[config.mk]
export PLATFORM = sky130hd
export DESIGN_NAME = tmlut_cell
export DESIGN_NICKNAME = d
export VERILOG_FILES = /design/src/rtl/tmlut_pkg.sv /design/src/rtl/fold_sequencer.sv /design/src/rtl/context_table.sv /design/src/rtl/tmlut_cell.sv
export SDC_FILE = /design/constraint.sdc
export NUM_CORES = 1
export LEC_CHECK = 0
export CORE_MARGIN = 2
export CORE_UTILIZATION = 35
export DETAILED_ROUTE_END_ITERATION = 12
export HOLD_SLACK_MARGIN = 0.06
export SLEW_MARGIN = 10
export SYNTH_ARGS = -nofsm -noshare
export SYNTH_HDL_FRONTEND = slang
export SYNTH_SLANG_ARGS = --single-unit
[constraint.sdc]
create_clock -name clk -period 3.8 [get_ports clk]
set_clock_uncertainty 0.05 [all_clocks]
set_input_delay 0.95 -clock clk [delete_from_list [all_inputs] [get_ports clk]]
set_output_delay 0.95 -clock clk [all_outputs]
set_load 0.005 [all_outputs]
[src/rtl/tmlut_pkg.sv]
package tmlut_pkg;
  parameter int unsigned TM_IN_W  = 4;
  parameter int unsigned TM_CTX_N = 8;
  localparam int unsigned TM_CTX_W = $clog2(TM_CTX_N);

  typedef struct packed {
    logic                en;
    logic [TM_IN_W-1:0]  addr;
    logic [TM_CTX_W-1:0] ctx;
    logic                value;
  } tm_wr_t;
endpackage

[src/rtl/fold_sequencer.sv]
module fold_sequencer #(
  parameter int unsigned CTX_N = 8,
  localparam int unsigned CTX_W = $clog2(CTX_N)
) (
  input  logic             clk,
  input  logic             rst,
  input  logic             hold,
  output logic [CTX_W-1:0] ctx,
  output logic             last
);
  localparam logic [CTX_W-1:0] LAST_CTX = CTX_W'(CTX_N - 1);

  always_ff @(posedge clk) begin
    if (rst || hold)
      ctx <= '0;
    else if (ctx == LAST_CTX)
      ctx <= '0;
    else
      ctx <= ctx + 1'b1;
  end

  assign last = (ctx == LAST_CTX);
endmodule

[src/rtl/context_table.sv]
module context_table
  import tmlut_pkg::*;
#(
  parameter int unsigned IN_W  = TM_IN_W,
  parameter int unsigned CTX_N = TM_CTX_N,
  localparam int unsigned CTX_W   = $clog2(CTX_N),
  localparam int unsigned ENTRIES = 1 << IN_W
) (
  input  logic             clk,
  input  logic             rst,
  input  tm_wr_t           wr,
  input  logic [IN_W-1:0]  rd_addr,
  input  logic [CTX_W-1:0] rd_ctx,
  output logic             rd_q
);
  logic [CTX_N-1:0] rows [ENTRIES];

  // One register row per entry; each row holds a bit per context.
  for (genvar e = 0; e < ENTRIES; e++) begin : g_row
    always_ff @(posedge clk) begin
      if (rst)
        rows[e] <= '0;
      else if (wr.en && (wr.addr == IN_W'(e)))
        rows[e][wr.ctx] <= wr.value;
    end
  end

  // Registered read: the bit chosen now is visible after the next edge.
  always_ff @(posedge clk) begin
    if (rst)
      rd_q <= 1'b0;
    else
      rd_q <= rows[rd_addr][rd_ctx];
  end
endmodule

[src/rtl/tmlut_cell.sv]
module tmlut_cell
  import tmlut_pkg::*;
#(
  parameter int unsigned IN_W  = TM_IN_W,
  parameter int unsigned CTX_N = TM_CTX_N,
  localparam int unsigned CTX_W = $clog2(CTX_N)
) (
  input  logic             clk,
  input  logic             rst,
  input  logic             cfg_mode,
  input  logic             cfg_we,
  input  logic [IN_W-1:0]  cfg_addr,
  input  logic [CTX_W-1:0] cfg_ctx,
  input  logic             cfg_bit,
  input  logic [IN_W-1:0]  lut_in,
  output logic             lut_out,
  output logic [CTX_W-1:0] ctx_idx,
  output logic             user_strobe
);
  tm_wr_t wr_req;

  assign wr_req.en    = cfg_mode & cfg_we;
  assign wr_req.addr  = cfg_addr;
  assign wr_req.ctx   = cfg_ctx;
  assign wr_req.value = cfg_bit;

  fold_sequencer #(.CTX_N(CTX_N)) u_seq (
    .clk  (clk),
    .rst  (rst),
    .hold (cfg_mode),
    .ctx  (ctx_idx),
    .last (user_strobe)
  );

  context_table #(.IN_W(IN_W), .CTX_N(CTX_N)) u_tab (
    .clk     (clk),
    .rst     (rst),
    .wr      (wr_req),
    .rd_addr (lut_in),
    .rd_ctx  (ctx_idx),
    .rd_q    (lut_out)
  );
endmodule

**After elaboration in Yosys (flattened, before gate mapping)**

Memories as Yosys holds them, arrays and structs flattened.
Index checks and enable logic that the tools add are counted.
W data, S select, Z words.

- Magnitude comparators: 3
- Bitwise gates (word level): 129
- $add $sub $neg: 1
- Multiplexer cells: 182
- Eq/ne operators: 16
- Reductions and logical operators: 20

Operators by type and width:

| operator | number |
|---|---|
| $mux W1 | 164 |
| $mux W8 | 16 |
| $or A1 B1 Y1 | 128 |
| $eq A4 B4 Y1 const B | 8 |
| $logic_and A1 B1 Y1 | 17 |
| $eq A4 B3 Y1 const B | 4 |
| $eq A4 B2 Y1 const B | 2 |
| $lt A3 B4 Y1 const B | 2 |
| $eq A4 B1 Y1 const B | 1 |
| $logic_not A4 Y1 | 1 |
| $add A3 B1 Y3 const B | 1 |
| $bmux W1 S3 | 1 |
| $demux W1 S3 | 1 |
| $eq A3 B3 Y1 const B | 1 |
| $ge A3 B1 Y1 const B | 1 |
| $reduce_or A2 Y1 | 1 |
| $and A1 B1 Y1 | 1 |
| $logic_or A1 B1 Y1 | 1 |

- Output and inout bits: 5
- Input port bits: 16
- Register bits: 4
- Logic and storage cells: 354
- Memory bits (writable): 128
- Memories: 1

Memories:

| memory | words | bits a word | read ports | clocked after memory_dff | wr ports | line | RTL |
|---|---|---|---|---|---|---|---|
| u_tab.rows | 16 | 8 | 1 | 0 | 16 | context_table.sv:16 | `logic [CTX_N-1:0] rows [ENTRIES];` |

**Depth between registers and ports, before layout**

- Word-level depth: 6
- Mapped depth: 9

**Modules after synthesis**

A second synthesis with hierarchy kept.

- Cells, all modules: 621
- Area total of the unflattened synthesis: 7178.1 µm²

By module, submodules not included:

| module | instances | cells each | area an instance (µm²) |
|---|---|---|---|
| context_table | 1 | 612 | 7063.0 |
| fold_sequencer | 1 | 8 | 108.9 |
| tmlut_cell | 1 | 1 | 6.3 |

**Worst setup path before layout**

No wires, ideal clock.

- Path type: input to register
- From: input port lut_in[0]
- To: register u_tab.rd_q
- Arrival: 2.301 ns
- Setup time: 0.122 ns
- Required time: 3.628 ns
- Setup slack: 1.328 ns
- Cell stages on the path: 6
- Path through: buf_6 mux4_2 a2111oi_1 a311oi_1 nand3_1 o22ai_1

- Longest elaborated chain between the ends: 3

Ends and longest elaborated chain:

| element | line | RTL |
|---|---|---|
| from (decl) | tmlut_cell.sv:15 | `input logic [IN_W-1:0] lut_in,` |
| $mem_v2 Z16 W8 | n/a |  |
| $bmux W1 S3 | context_table.sv:33 | `rd_q <= rows[rd_addr][rd_ctx];` |
| $mux W1 (not written as such) | context_table.sv:33 |  |
| to (signal assigned) | context_table.sv:33 |  |
| to (decl) | context_table.sv:14 | `output logic rd_q` |

Every way passes these cells. The select of a mux whose other input is x is not followed.
A chain may end at the register's enable or synchronous reset.

**Final worst setup path**

- From: input port lut_in[3]
- To: register u_tab.rd_q

The elaborated chain is that of the path after synthesis.

==> out/qor.yml <==
switching_share_pct: 21.1
r2r_start: "u_tab.rows[7][1]"
drt_iter0_markers: 499
timing.hold.ws_ns: 0.557
wirelength_um: 20200
syn_area_mm2: 0.00704
syn_to_final_growth_pct: 17.2
fmax_mhz: 301
coreArea_mm2: 0.0196
worstMarginPinSlew_ns: 1.13
yosys.cell_types.count: 43
p_sw_mw: 0.800
power.share.clock_pct: 46.9
place.gp.congestion: 0.855
cts_setup_buffers: 0
placed_area_mm2: 0.00760
drive_above_1_share_pct: 14.4
hold_class: "register to register"
htreeDepth: 4
power_frac_seq_pct: 44.7
synthArstFlopShare_pct: 0
synth_top_flop_cell: "edfxtp_1"
ctsResizeCount: 0
slew_viol_final: 0
grt_usage_pct: 19.7
die-area_mm2: 0.0213
yosys_warnings: 0
clockBufferDepth: 2
grt-ovfl-total: 0
wire_per_inst_um: 22.0
end_kind: "register"
p_leak_nw: 3.19
insertion_delay_ns: 0.42
die_x_um: 146
p_comb_share_pct: 8.4
min_from: "u_seq.ctx[2]"
internal_power_mw: 2.98
postRouteAntennaNets: 0
numCtsBuffers: 17
pin_count: 21
nets: 657
diodes: 0
vias: 5216
cts_hold_buf: 0
path_max_fanout: 13
cap_violations: 0
fp.dieH_um: 146
syn_avg_cell_area_um2: 11.5
dp_hpwl_um: 13100
cp_slowest_cell: "a2111oi_0"
setup_viol: 0
syn_inst: 614
worstPathArrival_ns: 3.56
numPortBuffers: 20
ir_worst_vdd_uv: 266
p_per_area_mw_per_mm2: 458
first_pass_iters: 7
yosysSeqAreaShare_pct: 55.8
critPathKind: "primary input to register"
status: "completed"
grt_pass1_wl_um: 31600
syn_nets: 632
rows: 51
cts_tree: "done"
cts_root_buf: "clkbuf_16"
ys_ff_latch: 132
numClockSinks: 132
slew_headroom_pct: 22.7
initial_utilization_pct: 35.9
viasPerCell: 5.69
drc: 0
final_area_mm2: 0.00825
grt_max_degree: 56
cp-start-kind: "primary input"
dp.cells: 885
finalCoreUtilization_pct: 42.1
fin_cells: 917
clk_pin_slew_worst_paths_ns: 0.06
finalCritPeriodShare_pct: 87.4
antenna_found_initial: 0
period_needed_ns: 3.32
fill_cells: 1836
critPathRequiredTime_ns: 4.04
grt_pass1_vias: 5421
hold_viol_final: 0
max_stage_delay_ns: 0.97
final.setup.tns_ns: 0
crit_top_cell: "o22ai_1"
startpoint: "lut_in[3]"
synth_edf_count: 128
crit_chain: "clkdlybuf4s50_1 -> or3_1 -> o22ai_1 -> a2111oi_0 -> a32oi_1 -> nand3_1 -> o22ai_1"
rsz0062_at_grt: "false"
routing by layer:
layer	up-vias	track usage (%)	wire [µm]
li1	2311	-	-
met1	2644	23.8	7790
met2	216	33.8	10500
met3	45	4.04	1240
met4	0	8.97	655
met5	-	0	0
worst max-delay path, delay by kind of cell:
family                 cells  cell delay (ns)
buffers and inverters      1             0.86
AND/OR/NAND/NOR            2             0.42
AO/OA/AOI/OAI              4             1.32
final cells by class:
cell class,count,area (µm²),area share (%)
inverters,8,30.0,0.364
clock buffers,23,498,6.04
well taps,265,332,4.02
repair buffers,53,448,5.43
clock inverters,9,148,1.79
flip-flops and latches,132,3920,47.6
multi-input cells,427,2870,34.8
metrics by stage:
step	power [mW]	worst slack (ns)
6_report	3.78	0.478
2_1_floorplan	1.93	1.33
3_5_place_dp	2.04	0.0760
3_3_place_gp	2.03	0.109
5_1_grt	3.89	0.373
4_1_cts	3.80	0.521
flip-flops by register name (all words and copies together), names as in the netlist:
signal,flops
u_tab.rows,128
u_seq.ctx,3
u_tab.rd_q,1
synth_stat cells (3+ instances only):
master	number	area, µm²
mux4_2	21	473
mux2i_1	23	230
and2_1	4	25.0
a22oi_1	11	82.6
or3_1	4	25.0
nor3_1	4	20.0
nand3_1	5	25.0
o22ai_1	6	37.5
nand2_1	32	120
inv_1	5	18.8
nor2b_1	3	18.8
dfxtp_1	4	80.1
o21bai_1	16	120
buf_2	6	30.0
nor3b_2	3	37.5
clkbuf_1	35	131
a21o_1	112	841
nor2_1	153	574
clkinv_1	3	11.3
buf_4	4	30.0
edfxtp_1	128	3840
nand3b_1	4	30.0
power by group through the flow:
stage | logic, mW | registers [mW] | clock network [mW]
after floorplan | 0.223 | 1.71 | 0
after global placement | 0.310 | 1.72 | 0
after detailed placement | 0.317 | 1.72 | 0
after CTS | 0.319 | 1.69 | 1.79
after global routing | 0.345 | 1.70 | 1.84
final | 0.320 | 1.69 | 1.77
worst paths after layout:
check / endpoint / cells after the start / slack, ns
worst min register to register: u_tab.rd_q / 2 / 0.56
worst max-delay path: u_tab.rd_q / 7 / 0.48
worst max register to register: u_tab.rd_q / 5 / 1.41
worst min-delay path: u_tab.rd_q / 2 / 0.56
cells by family (layout without fill, tap and decap cells):
family | after synthesis | in the layout | share of synthesized area, %
compound gates | 157 | 157 | 16.7
flops | 132 | 132 | 55.8
buf+inv | 55 | 93 | 3.47
simple gates | 224 | 224 | 13.7
mux | 44 | 44 | 9.99
fa+ha+maj | 2 | 2 | 0.355
cell usage in the layout, fill, tap and decap left out, drive strengths merged, types with 6 or more instances in the layout:
cell / instances
nor2: 153
edfxtp: 128
a21o: 112
buf: 36
nand2: 32
mux2i: 23
clkbuf: 23
mux4: 21
clkdlybuf4s50: 17
o21bai: 16
a22oi: 11
clkinv: 7
o22ai: 6
No activity file was read; power rests on OpenSTA's default activity.
